--- src/rtl/apb_serial_pkg.sv ---
package apb_serial_pkg;
  localparam int OFS_DATA    = 'h000;
  localparam int OFS_STATUS  = 'h004;
  localparam int OFS_CONTROL = 'h008;
  localparam int OFS_IRQSTAT = 'h00C;
  localparam int OFS_DIVIDER = 'h010;

  localparam int CTL_W        = 7;
  localparam int CTL_TX_EN    = 0;
  localparam int CTL_RX_EN    = 1;
  localparam int CTL_TX_IE    = 2;
  localparam int CTL_RX_IE    = 3;
  localparam int CTL_TXOVR_IE = 4;
  localparam int CTL_RXOVR_IE = 5;

  localparam int ST_TX_FULL = 0;
  localparam int ST_RX_FULL = 1;
  localparam int ST_TX_OVR  = 2;
  localparam int ST_RX_OVR  = 3;

  typedef enum logic [1:0] {
    RX_IDLE  = 2'd0,
    RX_START = 2'd1,
    RX_BITS  = 2'd2,
    RX_STOP  = 2'd3
  } rx_phase_e;
endpackage

--- src/rtl/serial_tx_shifter.sv ---
module serial_tx_shifter #(
  parameter int DATA_W = 8,
  parameter int DIV_W  = 20
) (
  input  logic              clk,
  input  logic              rst_n,
  input  logic              enable,
  input  logic              pending,
  input  logic              div_ok,
  input  logic [DIV_W-1:0]  divisor,
  input  logic [DATA_W-1:0] byte_in,
  output logic              take,
  output logic              txd
);
  localparam int FRAME = DATA_W + 2;
  localparam int CNT_W = $clog2(FRAME + 1);

  logic              busy_q;
  logic [FRAME-1:0]  shift_q;
  logic [DIV_W-1:0]  tick_q;
  logic [DIV_W-1:0]  period_q;
  logic [CNT_W-1:0]  left_q;

  assign take = !busy_q && enable && pending && div_ok;
  assign txd  = busy_q ? shift_q[0] : 1'b1;

  always_ff @(posedge clk or negedge rst_n) begin
    if (!rst_n) begin
      busy_q   <= 1'b0;
      shift_q  <= '1;
      tick_q   <= '0;
      period_q <= '0;
      left_q   <= '0;
    end else if (take) begin
      busy_q   <= 1'b1;
      shift_q  <= {1'b1, byte_in, 1'b0};
      tick_q   <= '0;
      period_q <= divisor;
      left_q   <= CNT_W'(FRAME);
    end else if (busy_q) begin
      if (tick_q == period_q - DIV_W'(1)) begin
        tick_q  <= '0;
        shift_q <= {1'b1, shift_q[FRAME-1:1]};
        left_q  <= left_q - CNT_W'(1);
        if (left_q == CNT_W'(1)) busy_q <= 1'b0;
      end else begin
        tick_q <= tick_q + DIV_W'(1);
      end
    end
  end

  // a frame never restarts while one is still on the line
  assert_no_restart_R3: assert property (@(posedge clk) disable iff (!rst_n)
    busy_q && (left_q > CNT_W'(1)) |=> busy_q);
endmodule

--- src/rtl/serial_rx_sampler.sv ---
module serial_rx_sampler
  import apb_serial_pkg::*;
#(
  parameter int DATA_W = 8,
  parameter int DIV_W  = 20
) (
  input  logic              clk,
  input  logic              rst_n,
  input  logic              enable,
  input  logic              div_ok,
  input  logic [DIV_W-1:0]  divisor,
  input  logic              rxd,
  output logic              done,
  output logic [DATA_W-1:0] data
);
  localparam int BIT_W = (DATA_W > 1) ? $clog2(DATA_W) : 1;

  logic [1:0]        sync_q;
  logic              line;
  rx_phase_e         phase_q;
  logic [DIV_W-1:0]  tick_q;
  logic [DIV_W-1:0]  period_q;
  logic [BIT_W-1:0]  bit_q;
  logic [DATA_W-1:0] shift_q;

  assign line = sync_q[1];
  assign data = shift_q;

  always_ff @(posedge clk or negedge rst_n) begin
    if (!rst_n) sync_q <= 2'b11;
    else        sync_q <= {sync_q[0], rxd};
  end

  always_ff @(posedge clk or negedge rst_n) begin
    if (!rst_n) begin
      phase_q  <= RX_IDLE;
      tick_q   <= '0;
      period_q <= '0;
      bit_q    <= '0;
      shift_q  <= '0;
      done     <= 1'b0;
    end else begin
      done <= 1'b0;
      case (phase_q)
        RX_IDLE: begin
          if (enable && div_ok && !line) begin
            phase_q  <= RX_START;
            tick_q   <= '0;
            period_q <= divisor;
          end
        end
        RX_START: begin
          if (tick_q == (period_q >> 1) - DIV_W'(1)) begin
            tick_q  <= '0;
            bit_q   <= '0;
            phase_q <= line ? RX_IDLE : RX_BITS;
          end else begin
            tick_q <= tick_q + DIV_W'(1);
          end
        end
        RX_BITS: begin
          if (tick_q == period_q - DIV_W'(1)) begin
            tick_q  <= '0;
            shift_q <= {line, shift_q[DATA_W-1:1]};
            bit_q   <= bit_q + BIT_W'(1);
            if (bit_q == BIT_W'(DATA_W - 1)) phase_q <= RX_STOP;
          end else begin
            tick_q <= tick_q + DIV_W'(1);
          end
        end
        default: begin
          if (tick_q == period_q - DIV_W'(1)) begin
            tick_q  <= '0;
            done    <= line;
            phase_q <= RX_IDLE;
          end else begin
            tick_q <= tick_q + DIV_W'(1);
          end
        end
      endcase
    end
  end
endmodule

--- src/rtl/apb_serial_regs.sv ---
module apb_serial_regs
  import apb_serial_pkg::*;
#(
  parameter int ADDR_W  = 12,
  parameter int DATA_W  = 8,
  parameter int DIV_W   = 20,
  parameter int MIN_DIV = 16
) (
  input  logic              clk,
  input  logic              rst_n,
  input  logic              psel,
  input  logic              penable,
  input  logic              pwrite,
  input  logic [ADDR_W-1:0] paddr,
  input  logic [31:0]       pwdata,
  output logic [31:0]       prdata,
  input  logic              tx_take,
  input  logic              rx_done,
  input  logic [DATA_W-1:0] rx_byte,
  output logic              tx_en,
  output logic              rx_en,
  output logic              tx_pending,
  output logic [DATA_W-1:0] tx_byte,
  output logic [DIV_W-1:0]  divisor,
  output logic              div_ok,
  output logic [3:0]        irq_vec
);
  logic              acc, wr, rd;
  logic              wr_data, wr_stat, wr_ctl, wr_irq, wr_div, rd_data;
  logic [CTL_W-1:0]  ctl_q;
  logic              tx_full_q, rx_full_q, tx_ovr_q, rx_ovr_q;
  logic              ist_tx_q, ist_rx_q;
  logic [DATA_W-1:0] txbuf_q, rxbuf_q;
  logic [DIV_W-1:0]  div_q;
  logic              rx_full_eff, rx_store, rx_lost, tx_lost;
  logic              clr_txovr, clr_rxovr;
  logic [3:0]        status;
  logic              unused_wdata;

  assign acc = psel && penable;
  assign wr  = acc && pwrite;
  assign rd  = acc && !pwrite;

  assign wr_data = wr && (paddr == ADDR_W'(OFS_DATA));
  assign wr_stat = wr && (paddr == ADDR_W'(OFS_STATUS));
  assign wr_ctl  = wr && (paddr == ADDR_W'(OFS_CONTROL));
  assign wr_irq  = wr && (paddr == ADDR_W'(OFS_IRQSTAT));
  assign wr_div  = wr && (paddr == ADDR_W'(OFS_DIVIDER));
  assign rd_data = rd && (paddr == ADDR_W'(OFS_DATA));

  assign unused_wdata = ^pwdata[31:DIV_W];

  assign tx_en      = ctl_q[CTL_TX_EN];
  assign rx_en      = ctl_q[CTL_RX_EN];
  assign tx_pending = tx_full_q;
  assign tx_byte    = txbuf_q;
  assign divisor    = div_q;
  assign div_ok     = div_q >= DIV_W'(MIN_DIV);

  assign rx_full_eff = rx_full_q && !rd_data;
  assign rx_store    = rx_done && rx_en && !rx_full_eff;
  assign rx_lost     = rx_done && rx_en && rx_full_eff;
  assign tx_lost     = wr_data && tx_full_q && !tx_take;
  assign clr_txovr   = (wr_stat || wr_irq) && pwdata[ST_TX_OVR];
  assign clr_rxovr   = (wr_stat || wr_irq) && pwdata[ST_RX_OVR];

  always_ff @(posedge clk or negedge rst_n) begin
    if (!rst_n) begin
      ctl_q     <= '0;
      div_q     <= '0;
      tx_full_q <= 1'b0;
      rx_full_q <= 1'b0;
      tx_ovr_q  <= 1'b0;
      rx_ovr_q  <= 1'b0;
      ist_tx_q  <= 1'b0;
      ist_rx_q  <= 1'b0;
      txbuf_q   <= '0;
      rxbuf_q   <= '0;
    end else begin
      if (wr_ctl) ctl_q <= pwdata[CTL_W-1:0];
      if (wr_div) div_q <= pwdata[DIV_W-1:0];
      if (wr_data) txbuf_q <= pwdata[DATA_W-1:0];
      if (rx_store) rxbuf_q <= rx_byte;
      tx_full_q <= (tx_full_q && !tx_take) || wr_data;
      rx_full_q <= rx_full_eff || rx_store;
      tx_ovr_q  <= tx_lost || (tx_ovr_q && !clr_txovr);
      rx_ovr_q  <= rx_lost || (rx_ovr_q && !clr_rxovr);
      ist_tx_q  <= (tx_take && ctl_q[CTL_TX_IE]) || (ist_tx_q && !(wr_irq && pwdata[0]));
      ist_rx_q  <= (rx_store && ctl_q[CTL_RX_IE]) || (ist_rx_q && !(wr_irq && pwdata[1]));
    end
  end

  assign irq_vec = {rx_ovr_q && ctl_q[CTL_RXOVR_IE],
                    tx_ovr_q && ctl_q[CTL_TXOVR_IE],
                    ist_rx_q, ist_tx_q};

  always_comb begin
    status = '0;
    status[ST_TX_FULL] = tx_full_q;
    status[ST_RX_FULL] = rx_full_q;
    status[ST_TX_OVR]  = tx_ovr_q;
    status[ST_RX_OVR]  = rx_ovr_q;
  end

  always_comb begin
    prdata = '0;
    if (rd) begin
      if (paddr == ADDR_W'(OFS_DATA))         prdata = 32'(rxbuf_q);
      else if (paddr == ADDR_W'(OFS_STATUS))  prdata = 32'(status);
      else if (paddr == ADDR_W'(OFS_CONTROL)) prdata = 32'(ctl_q);
      else if (paddr == ADDR_W'(OFS_IRQSTAT)) prdata = 32'(irq_vec);
      else if (paddr == ADDR_W'(OFS_DIVIDER)) prdata = 32'(div_q);
    end
  end

  // a data write always leaves the holding register full
  assert_txfull_after_write_R2: assert property (@(posedge clk) disable iff (!rst_n)
    wr_data |=> tx_full_q);
  // writing over an untaken byte records an overrun
  assert_txovr_on_overwrite_R2: assert property (@(posedge clk) disable iff (!rst_n)
    wr_data && tx_full_q && !tx_take |=> tx_ovr_q);
  // reading the data register empties the receive holding register
  assert_read_clears_R6: assert property (@(posedge clk) disable iff (!rst_n)
    rd_data && !rx_done |=> !rx_full_q);
  // a frame arriving while reception is off leaves the buffer alone
  assert_rx_off_ignored_R5: assert property (@(posedge clk) disable iff (!rst_n)
    rx_done && !rx_en |=> $stable(rxbuf_q));
  // receive-done status only rises when its enable was set
  assert_rxint_cause_R7: assert property (@(posedge clk) disable iff (!rst_n)
    $rose(ist_rx_q) |-> $past(ctl_q[CTL_RX_IE]) && $past(rx_done));
endmodule

--- src/rtl/apb_serial_port.sv ---
module apb_serial_port #(
  parameter int ADDR_W  = 12,
  parameter int DATA_W  = 8,
  parameter int DIV_W   = 20,
  parameter int MIN_DIV = 16
) (
  input  logic              clk,
  input  logic              rst_n,
  input  logic              psel,
  input  logic              penable,
  input  logic              pwrite,
  input  logic [ADDR_W-1:0] paddr,
  input  logic [31:0]       pwdata,
  output logic [31:0]       prdata,
  input  logic              rxd,
  output logic              txd,
  output logic              irq_tx,
  output logic              irq_rx,
  output logic              irq_tx_ovr,
  output logic              irq_rx_ovr,
  output logic              irq_any
);
  logic              tx_take, rx_done, tx_en, rx_en, tx_pending, div_ok;
  logic [DATA_W-1:0] rx_byte, tx_byte;
  logic [DIV_W-1:0]  divisor;
  logic [3:0]        irq_vec;

  apb_serial_regs #(
    .ADDR_W(ADDR_W), .DATA_W(DATA_W), .DIV_W(DIV_W), .MIN_DIV(MIN_DIV)
  ) u_regs (
    .clk(clk), .rst_n(rst_n), .psel(psel), .penable(penable), .pwrite(pwrite),
    .paddr(paddr), .pwdata(pwdata), .prdata(prdata),
    .tx_take(tx_take), .rx_done(rx_done), .rx_byte(rx_byte),
    .tx_en(tx_en), .rx_en(rx_en), .tx_pending(tx_pending), .tx_byte(tx_byte),
    .divisor(divisor), .div_ok(div_ok), .irq_vec(irq_vec)
  );

  serial_tx_shifter #(.DATA_W(DATA_W), .DIV_W(DIV_W)) u_tx (
    .clk(clk), .rst_n(rst_n), .enable(tx_en), .pending(tx_pending),
    .div_ok(div_ok), .divisor(divisor), .byte_in(tx_byte),
    .take(tx_take), .txd(txd)
  );

  serial_rx_sampler #(.DATA_W(DATA_W), .DIV_W(DIV_W)) u_rx (
    .clk(clk), .rst_n(rst_n), .enable(rx_en), .div_ok(div_ok),
    .divisor(divisor), .rxd(rxd), .done(rx_done), .data(rx_byte)
  );

  assign irq_tx     = irq_vec[0];
  assign irq_rx     = irq_vec[1];
  assign irq_tx_ovr = irq_vec[2];
  assign irq_rx_ovr = irq_vec[3];
  assign irq_any    = |irq_vec;

  // taking a byte puts the start bit on the line next cycle
  assert_start_bit_R3: assert property (@(posedge clk) disable iff (!rst_n)
    tx_take |=> !txd);
  // the combined line drops only when no source is left
  assert_any_follows_R11: assert property (@(posedge clk) disable iff (!rst_n)
    $fell(irq_any) |-> !irq_tx && !irq_rx && !irq_tx_ovr && !irq_rx_ovr);
endmodule

--- config.mk ---
export PLATFORM = sky130hd
export DESIGN_NAME = apb_serial_port
export DESIGN_NICKNAME = d
export VERILOG_FILES = /design/src/rtl/apb_serial_pkg.sv /design/src/rtl/serial_tx_shifter.sv /design/src/rtl/serial_rx_sampler.sv /design/src/rtl/apb_serial_regs.sv /design/src/rtl/apb_serial_port.sv
export SDC_FILE = /design/constraint.sdc
export NUM_CORES = 1
export LEC_CHECK = 0
export BUFFER_PORTS_ARGS = -buffer_cell sky130_fd_sc_hd__buf_4
export CAP_MARGIN = 15
export CORE_AREA = 4 4 155 157
export CTS_CLUSTER_SIZE = 24
export DETAILED_ROUTE_END_ITERATION = 16
export DIE_AREA = 0 0 159 161
export PLACE_DENSITY = 0.59
export SKIP_LAST_GASP = 1
export SLEW_MARGIN = 15
export SYNTH_ARGS = -nofsm -noshare
export SYNTH_HDL_FRONTEND = slang
export SYNTH_HIERARCHICAL = 1
export SYNTH_SLANG_ARGS = --single-unit
--- constraint.sdc ---
create_clock -name clk -period 9.3 [get_ports clk]
set_input_delay 0.93 -clock clk [delete_from_list [all_inputs] [get_ports clk]]
set_output_delay 0.93 -clock clk [all_outputs]
set_load 0.01 [all_outputs]
==> qor.yml, run 1 <==
status:
  status: "complete, no violations"
global_routing:
  overflow: 0
  grt_max_degree: 82
  antenna_found_initial: 0
  grtUsageTotal_pct: 19.6
  grt_pass1_wl_microns: 41300
  grt_pass1_vias: 7707
cts:
  ctsHoldBuffers: 0
  cts_tree: "built"
  cts_sinks: 159
  clk_latency_ns: 0.43
  htreeDepth: 4
  cts_setup_buffers: 0
  cts_made_buffers: 17
  clk_pin_slew_ns: 0.07
  root_buffer: "clkbuf_16"
  clk_path_buf_depth: 2
  cts_resized: 0
routing:
  drc: 0
  drt-pass1-iter-count: 5
  drt_wl_total_microns: 25100
  postRouteAntennaNets: 0
  dr_total_vias: 8078
  wl_per_cell_microns: 18.1
  first_iter_violations: 599
  vias_per_cell: 5.84
final_layout:
  antennaDiodeCount: 0
  final_area_sq_um: 11100
  register_area_sq_um: 3990
  final_util_pct: 49.2
  drive_gt1_share_pct: 19.2
  num-fill-cells: 2099
  final_cells: 1384
  multi_input_area_sq_um: 5520
  nets: 1145
  area_delta_synth_final_pct: 10.4
timing:
  drv_slew: 0
  hold_violations: 0
  period_needed_ns: 4.07
  tightest_slew_ns: 1.17
  setup_viol: 0
  finalSetupTns_ns: 0
  slew_headroom_pct: 22.1
  fin_worst_skew_ns: 0.0163
  timing.fmax_mhz: 246
  rsz0062_at_grt: "false"
  fin_crit_sh_pct: 43.7
worst_setup_path:
  rr_worst_depth: 8
  r2r_start: "u_rx/period_q[3]"
  path_common_cell: "or4_1"
  path_buf_inv: 0
  cp-end-kind: "flip-flop"
  crit_chain: "or4_1 > or4_1 > a2111oi_2 > o2111ai_1 > nor4_4 > nor3b_1 > nor3_4 > nor2_1"
  path_max_fanout: 16
  crit_slowest_cell: "or4_1"
  arrival_ns: 4.35
  cp-startpoint: "u_rx/period_q[3]"
  critPathLaunchType: "flip-flop"
  cp.required_ns: 9.59
  crit_family: "simple AND/OR/NAND/NOR gates"
  setup.worst_path.class: "reg -> reg"
  r2r_slack_ns: 5.23
  crit_path_max_incr_delay_ns: 0.77
  r2r_end: "u_rx/tick_q[3]"
synthesis:
  async_flop_share_pct: 100
  synth_common_cells: "148 x dfrtp_1, 134 x nand2_1, 73 x nor2_1"
  yosys_warnings: 6
  synth.most_common_cell: "dfrtp_1"
  yosys_register_bits: 159
  synth_top_cell_by_area: "dfrtp_1"
  ys_top_cells_by_area: "dfrtp_1 37%, mux2_2 7.0%, xnor2_1 5.2%"
  synth_edf_count: 0
  synth_top_area_share_pct: 37.0
  synthCells: 1070
  ys_types: 83
  ys_seq_area_share_pct: 39.9
  syn_area_sq_um: 10000
  synth_area_per_cell_sq_um: 9.36
  synth-main-ff-cell: "dfrtp_1"
placement:
  gp_congestion: 0.916
  dp_hpwl_microns: 17800
  place_inst: 1352
  placed_area_sq_um: 10500
  port_buffers: 63
die:
  dieWidth_microns: 159
  die_area_sq_um: 25600
  io-pin-count: 88
  start_util_pct: 44.5
  die_y_microns: 161
  core-area_sq_um: 22500
  num_rows: 55
worst_hold_path:
  whs_path_depth: 0
  min_from: "u_rx/sync_q[0]"
  min_to: "u_rx/sync_q[1]"
  hold_path.class: "reg -> reg"
power:
  ir_worst_vdd_mv: 0.114
  p_per_area_nw_per_um2: 146
  leakage_uw: 0.00506
job:
  maxCapViolCount: 0
## how the worst max path moves through the flow
stage / to / slack [ns] / cells past startpoint
after floorplan: u_rx/bit_q[0] / 5.79 / 13
after global placement: u_rx/tick_q[17] / 5.01 / 10
after detailed placement: u_rx/tick_q[3] / 5.00 / 10
after CTS: u_rx/tick_q[3] / 4.98 / 10
after global routing: u_rx/bit_q[0] / 4.94 / 10
final: u_rx/tick_q[3] / 5.23 / 8
## layer usage
metal	track usage [%]	wire (microns)
met2	29.6	11100
met5	0	0
met3	3.27	1200
met1	29.2	12500
met4	5.29	313
## state kept, by name (all words and copies together), names as in the netlist, 2 cells and up
signal / cells
u_regs/tx_byte: 8
u_tx/shift_q: 9
u_tx/period_q: 20
u_regs/rxbuf_q: 8
u_rx/phase_q: 2
u_rx/data: 8
u_regs/divisor: 20
u_tx/tick_q: 20
u_rx/sync_q: 2
u_regs/ctl_q: 7
u_rx/period_q: 20
u_rx/tick_q: 20
u_tx/left_q: 4
u_rx/bit_q: 3
## metrics by stage
| stage | hold slack [ns] | total power (uW) | setup slack [ns] |
|---|---|---|---|
| 4_1_cts | 0.358 | 1640 | 4.98 |
| 6_report | 0.357 | 1620 | 5.23 |
| 3_5_place_dp | 0.347 | 956 | 5.00 |
| 3_3_place_gp | 0.346 | 953 | 5.01 |
| 5_1_grt | 0.362 | 1690 | 4.94 |
| 2_1_floorplan | 0.345 | 893 | 5.79 |
## power breakdown
part	total (uW)	switching, uW	internal (uW)
Combinational	201	115	86.4
Sequential	740	32.7	707
Clock	679	324	355
Total	1620	471	1150
## layout make-up
type | count | area share [%]
clock inverters | 15 | 1.29
flip-flops and latches | 159 | 36.1
well taps | 285 | 3.22
multi-input cells | 810 | 49.9
inverters | 29 | 0.984
repair buffers | 69 | 4.72
clock buffers | 17 | 3.85
## cell usage in the layout, fill, tap and decap left out, types with 10 or more instances in the layout
| master | n |
|---|---|
| dfrtp_1 | 148 |
| nand2_1 | 134 |
| nor2_1 | 72 |
| buf_4 | 68 |
| mux2_2 | 62 |
| xnor2_1 | 59 |
| nand3_1 | 49 |
| xor2_1 | 35 |
| o21ai_0 | 32 |
| inv_1 | 28 |
| nor3_1 | 26 |
| nand4_1 | 25 |
| and3_1 | 24 |
| nor4_1 | 21 |
| clkbuf_16 | 17 |
| a21oi_1 | 17 |
| nor3b_1 | 16 |
| and2_1 | 12 |
| conb_1 | 12 |
| dfstp_2 | 11 |
| a31oi_1 | 10 |
| a21o_1 | 10 |
| mux2i_1 | 10 |
## logic make-up after synthesis
group,share of synthesized area (%)
xor gates and xnor gates,8.22
DFF,39.9
and+or+nand+nor,25.1
adders and majority gates,1.12
other,0.0374
buffers and inverters,5.68
AOI/OAI and AO/OA,12.1
muxes,7.97
Power figures use the tool's default switching activity.
==> run 2, diff against run 1 <==
==> constraint.sdc (replaced) <==
create_clock -name clk -period 3.9 [get_ports clk]
set_input_delay 0.39 -clock clk [delete_from_list [all_inputs] [get_ports clk]]
set_output_delay 0.39 -clock clk [all_outputs]
set_load 0.01 [all_outputs]
==> run 2 against run 1 <==
Compared with the run above:
- the flow now finishes with violations (hold timing)
- cell area grew 1.9%
- clock power up 150%
- non-clock buffer count rose by 24
- clock-buffer cell count is 1 higher
- maximum frequency rose by 11%
- utilization is 0.95 points higher
- die area unchanged
- worst setup slack worse by 5.0 ns
- critical endpoint is now u_rx/bit_q[0]
==> qor.yml, run 2 (synthesized netlist as in run 1, its figures left out) <==
timing:
  fin_hold_ws_ns: -0.00353  # was 0.357 ns
  rsz0062_at_grt: "false"  # unchanged
  fin_crit_sh_pct: 93.9  # was 43.7%
  hold_violations: 2  # was 0
  drv_slew: 0  # unchanged
  setup_viol: 0  # unchanged
  fin_worst_skew_ns: 0.00887  # was 0.0163 ns
  tightest_slew_ns: 0.846  # was 1.17 ns
  finalSetupTns_ns: 0  # unchanged
  slew_headroom_pct: 43.6  # was 22.1%
  timing.fmax_mhz: 273  # was 246 MHz
  period_needed_ns: 3.66  # was 4.07 ns
cts:
  cts_tree: "built"  # unchanged
  cts_setup_buffers: 0  # unchanged
  cts_resized: 0  # unchanged
  clk_latency_ns: 0.43  # about the same
  cts_made_buffers: 17  # unchanged
  htreeDepth: 4  # unchanged
  cts_sinks: 159  # unchanged
  ctsHoldBuffers: 0  # unchanged
  clk_pin_slew_ns: 0.07  # about the same
  clk_path_buf_depth: 2  # unchanged
  root_buffer: "clkbuf_16"  # unchanged
die:
  io-pin-count: 88  # unchanged
  num_rows: 55  # unchanged
  die_area_sq_um: 25600  # unchanged
  core-area_sq_um: 22500  # unchanged
  die_y_microns: 161  # unchanged
  start_util_pct: 44.5  # unchanged
  dieWidth_microns: 159  # unchanged
status:
  status: "finished, violations left"  # was complete, no violations
  violations: "hold timing"
final_layout:
  multi_input_area_sq_um: 5510  # was 5520 sq um
  register_area_sq_um: 3990  # unchanged
  final_cells: 1408  # was 1384
  final_common_cell: "dfrtp_1"  # unchanged
  final_area_sq_um: 11300  # was 11100 sq um
  drive_gt1_share_pct: 20.8  # was 19.2%
  area_delta_synth_final_pct: 12.6  # was 10.4%
  final_cell_mix: "148 x dfrtp_1, 134 x nand2_1, 91 x buf_4"  # was 148 x dfrtp_1, 134 x nand2_1, 72 x nor2_1
  nets: 1169  # was 1145
  num-fill-cells: 2091  # was 2099
  antennaDiodeCount: 0  # unchanged
routing:
  dr_total_vias: 8154  # was 8078
  drt_wl_total_microns: 25600  # was 25100 microns
  wl_met1_microns: 12400  # was 12500 microns
  wl_per_cell_microns: 18.2  # was 18.1 microns
  topRoutingLayerUsed: "met4"  # unchanged
  route.met3.wl_microns: 1410  # was 1200 microns
  postRouteAntennaNets: 0  # unchanged
  first_iter_violations: 633  # was 599
  drc: 0  # unchanged
  drt-pass1-iter-count: 5  # unchanged
  route.met2.wl_microns: 11500  # was 11100 microns
  vias_per_cell: 5.79  # was 5.84
global_routing:
  grt_pass1_vias: 7929  # was 7707
  overflow: 0  # unchanged
  grt_max_degree: 89  # was 82
  grtUsageTotal_pct: 20.0  # was 19.6%
  antenna_found_initial: 0  # unchanged
  grt_pass1_wl_microns: 42300  # was 41300 microns
worst_setup_path:
  path_max_fanout: 10  # was 16
  critPathLaunchType: "flip-flop"  # unchanged
  cp-end-kind: "flip-flop"  # unchanged
  path_common_cell: "or4_1"  # unchanged
  setup.worst_path.class: "reg -> reg"  # unchanged
  cp.required_ns: 4.22  # was 9.59 ns
  crit_chain: "or4_1 > or4_1 > nor4_1 > o311ai_0 > nor4_2 > and3_2 > a31oi_1 > mux2_2"  # was or4_1 > or4_1 > a2111oi_2 > o2111ai_1 > nor4_4 > nor3b_1 > nor3_4 > nor2_1
  crit_slowest_cell: "or4_1"  # unchanged
  arrival_ns: 3.98  # was 4.35 ns
  crit_path_max_incr_delay_ns: 0.73  # was 0.77 ns
power:
  leakage_uw: 0.00519  # was 0.00506 uW
  p_sw_uw: 1130  # was 471 uW
  ir_worst_vdd_mv: 0.326  # was 0.114 mV
  power_frac_comb_pct: 12.6  # was 12.4%
  seqPwrFrac_pct: 44.6  # was 45.7%
  p_sw_share_pct: 28.7  # was 29.1%
  p_int_uw: 2820  # was 1150 uW
  p_per_area_nw_per_um2: 351  # was 146 nW/um^2
  clock_power_share_pct: 42.8  # was 41.9%
placement:
  port_buffers: 63  # unchanged
  gp_congestion: 0.879  # was 0.916
  placed_area_sq_um: 10700  # was 10500 sq um
  dp_hpwl_microns: 18400  # was 17800 microns
  place_inst: 1376  # was 1352
worst_hold_path:
  hold_path.class: "in -> async"  # was reg -> reg
job:
  maxCapViolCount: 0  # unchanged
## run 2: cell types whose count changed in the layout (fill, tap and decap cells not counted), sizes merged
| cell | before | now |
|---|---|---|
| inv | 37 | 39 |
| clkbuf | 17 | 18 |
| bufinv | 0 | 1 |
| buf | 69 | 93 |
| clkinv | 6 | 2 |
## run 2: routing by layer
metal,GRT usage (%),vias up
met5,0,-
met4,5.29,0
met3,3.62,22
met2,30.9,224
met1,29.3,3991
li1,-,3917
## run 2: worst max-delay path: cells and delay by family, from the launching register on
kind            cells  cell delay (ns)
mux                 1             0.30
simple gates        5             2.50
flops               1             0.44
compound gates      2             0.31
## run 2: area by class of cell
cell class	instances	share of cell area (%)
clock inverters	14	1.44
repair buffers	93	6.34
clock buffers	18	3.81
multi-input cells	810	48.9
flip-flops and latches	159	35.4
well taps	285	3.16
inverters	29	0.965
## run 2: final timing paths
| check | start | end | slack, ns | depth (start not counted) |
|---|---|---|---|---|
| setup reg to reg | u_rx/period_q[2] | u_rx/bit_q[0] | 0.24 | 8 |
| min in group clk | rxd | u_rx/sync_q[0] | 0.06 | 1 |
| hold / removal | rst_n | u_regs/tx_byte[6] | -0.004 | 1 |
| setup / recovery | u_rx/period_q[2] | u_rx/bit_q[0] | 0.24 | 8 |
| hold reg to reg | u_rx/sync_q[0] | u_rx/sync_q[1] | 0.36 | 0 |
| max in group asynchronous | rst_n | u_tx/shift_q[0] | 3.05 | 2 |
## run 2: power by group through the flow
stage | clock [uW] | combinational [uW] | sequential (uW)
after floorplan | 0 | 388 | 1740
after global placement | 0 | 494 | 1790
after detailed placement | 0 | 499 | 1790
after CTS | 1730 | 500 | 1760
after global routing | 1800 | 558 | 1770
final | 1690 | 497 | 1760
## run 2: metrics by stage
stage,total power [uW],utilization (%),setup WS (ns)
floorplan,2130,-,0.393
global route,4130,50.1,0.0160
detailed placement,2290,47.5,0.171
global placement,2290,47.5,0.218
finish,3960,50.1,0.238
CTS,4000,50.1,0.158
==> run 3, diff against run 2 <==
--- a/config.mk
+++ b/config.mk
@@ -7,11 +7,13 @@
 export LEC_CHECK = 0
 export BUFFER_PORTS_ARGS = -buffer_cell sky130_fd_sc_hd__buf_4
 export CAP_MARGIN = 15
+export CELL_PAD_IN_SITES_DETAIL_PLACEMENT = 1
+export CELL_PAD_IN_SITES_GLOBAL_PLACEMENT = 1
 export CORE_AREA = 4 4 155 157
 export CTS_CLUSTER_SIZE = 24
 export DETAILED_ROUTE_END_ITERATION = 16
 export DIE_AREA = 0 0 159 161
-export PLACE_DENSITY = 0.59
+export PLACE_DENSITY = 0.74
 export SKIP_LAST_GASP = 1
 export SLEW_MARGIN = 15
 export SYNTH_ARGS = -nofsm -noshare
==> run 3 against run 2 <==
Compared with the run above:
- the run now ends clean
- first-iteration DRC count decreased by 29%
- critical endpoint unchanged
- critical path type unchanged
- non-clock buffer count up 3
- wire length increased by 13%
- largest power group unchanged
==> qor.yml, run 3 (synthesized netlist as in run 1, its figures left out) <==
status:
  status: "complete, no violations"  # was finished, violations left
worst_setup_path:
  r2r_start: "u_rx/period_q[2]"  # unchanged
  cp.required_ns: 4.23  # was 4.22 ns
  rr_worst_depth: 10  # was 8
  setup.worst_path.class: "reg -> reg"  # unchanged
  critPathLaunchType: "flip-flop"  # unchanged
  path_max_fanout: 10  # unchanged
  arrival_ns: 3.98  # about the same
  cp-end-kind: "flip-flop"  # unchanged
  r2r_slack_ns: 0.24  # about the same
  r2r_end: "u_rx/bit_q[0]"  # unchanged
timing:
  tightest_slew_ns: 1.00  # was 0.846 ns
  period_needed_ns: 3.66  # about the same
  finalSetupTns_ns: 0  # unchanged
  fin_crit_sh_pct: 93.8  # was 93.9%
  setup_viol: 0  # unchanged
  rsz0062_at_grt: "false"  # unchanged
  fin_worst_skew_ns: 0.00994  # was 0.00887 ns
  slew_headroom_pct: 33.2  # was 43.6%
  drv_slew: 0  # unchanged
  hold_violations: 0  # was 2
  timing.fmax_mhz: 273  # about the same
routing:
  vias_per_cell: 5.97  # was 5.79
  drt-pass1-iter-count: 5  # unchanged
  postRouteAntennaNets: 0  # unchanged
  drc: 0  # unchanged
  first_iter_violations: 450  # was 633
  wl_per_cell_microns: 20.4  # was 18.2 microns
  dr_total_vias: 8441  # was 8154
  drt_wl_total_microns: 28900  # was 25600 microns
final_layout:
  drive_gt1_share_pct: 21.1  # was 20.8%
  final_common_cell: "dfrtp_1"  # unchanged
  final_cell_mix: "148 x dfrtp_1, 134 x nand2_1, 95 x buf_4"  # was 148 x dfrtp_1, 134 x nand2_1, 91 x buf_4
  area_delta_synth_final_pct: 12.8  # was 12.6%
  final_util_pct: 50.2  # was 50.1%
  final_cells: 1414  # was 1408
  nets: 1172  # was 1169
cts:
  cts_made_buffers: 17  # unchanged
  clk_path_buf_depth: 2  # unchanged
  ctsHoldBuffers: 0  # unchanged
  root_buffer: "clkbuf_16"  # unchanged
  htreeDepth: 4  # unchanged
  clk_pin_slew_ns: 0.07  # about the same
  clk_latency_ns: 0.44  # was 0.43 ns
  cts_tree: "built"  # unchanged
  cts_sinks: 159  # unchanged
placement:
  dp_hpwl_microns: 20500  # was 18400 microns
  port_buffers: 63  # unchanged
  gp_congestion: 0.906  # was 0.879
  place_inst: 1379  # was 1376
power:
  p_per_area_nw_per_um2: 353  # was 351 nW/um^2
  ir_worst_vdd_mv: 0.267  # was 0.326 mV
  leakage_uw: 0.00520  # was 0.00519 uW
global_routing:
  overflow: 0  # unchanged
  top_usage_layer: "met2"  # unchanged
  grt_max_degree: 104  # was 89
  grt_pass1_vias: 8748  # was 7929
  use_met1_pct: 31.8  # was 29.3%
  antenna_found_initial: 0  # unchanged
  grt_pass1_wl_microns: 47500  # was 42300 microns
  use_met3_pct: 3.27  # was 3.62%
  grtUsageTotal_pct: 22.6  # was 20.0%
  met2_usage_pct: 36.6  # was 30.9%
die:
  io-pin-count: 88  # unchanged
  die_y_microns: 161  # unchanged
  start_util_pct: 44.5  # unchanged
  die_area_sq_um: 25600  # unchanged
  core-area_sq_um: 22500  # unchanged
  dieWidth_microns: 159  # unchanged
  num_rows: 55  # unchanged
job:
  maxCapViolCount: 0  # unchanged
worst_hold_path:
  hold_path.class: "in -> async"  # unchanged
[run 3: cell count changes in the layout (fill, tap and decap cells not counted), sizes merged]
cell      previous run  this run
buf                 93        96
clkinv               2         4
clkinvlp             1         2
diode                0         3
clkbuf              18        17
inv                 39        37
[run 3: cell type report]
type | count | area, sq um
Multi-Input combinational cell | 810 | 5520
Tap cell | 285 | 357
Clock buffer | 17 | 425
Sequential cell | 159 | 3990
Antenna cell | 3 | 7.51
Inverter | 29 | 109
Timing Repair Buffer | 96 | 724
Fill cell | 2577 | 11200
Clock inverter | 15 | 169
[run 3: report_power, final]
part / switching, uW / total [uW] / internal (uW)
Sequential: 81.9 / 1770 / 1690
Combinational: 300 / 519 / 219
Clock: 785 / 1700 / 913
[run 3: routing by layer]
layer,up-vias,routed length (microns),part of all wire (%)
met4,0,409,1.4
met3,27,1160,4.0
met5,-,0,0
met1,4310,13700,47
li1,3914,-,-
met2,190,13600,47
[run 3: critical path: stages, from the launching register on]
cell,delay (ns)
dfrtp_1,0.45
or4_1,0.75
or4_1,0.53
nor4_1,0.36
o311ai_0,0.27
nor4_2,0.30
buf_4,0.19
and3_1,0.16
buf_4,0.17
a31oi_1,0.07
mux2_2,0.30
[run 3: repair_timing]
action                                  in CTS  in global routing
endpoints found under the hold margin        0                  0
endpoints found under the setup margin       0                  1
gates resized for setup                      0                  1
buffers inserted                             0                  0
[run 3: worst max path at each step]
stage / from / end / slack [ns] / depth (start not counted)
2_1_floorplan: u_rx/period_q[0] / u_rx/bit_q[0] / 0.39 / 13
3_3_place_gp: u_rx/period_q[1] / u_rx/bit_q[0] / 0.34 / 12
3_5_place_dp: u_rx/period_q[1] / u_rx/bit_q[0] / 0.33 / 12
4_1_cts: u_rx/period_q[1] / u_rx/bit_q[0] / 0.25 / 12
5_1_grt: u_rx/period_q[1] / u_rx/bit_q[1] / 0.14 / 13
6_report: u_rx/period_q[2] / u_rx/bit_q[0] / 0.24 / 10
[run 3: metrics by stage]
stage	area, sq um	power (uW)	worst slack (ns)	hold WS (ns)
after floorplan	10100	2130	0.393	0.0944
after detailed placement	10700	2310	0.330	0.349
after CTS	11300	4030	0.248	0.0403
final	11300	3980	0.243	0.0507
after global routing	11300	4160	0.143	0.0400
after global placement	10700	2290	0.338	0.346
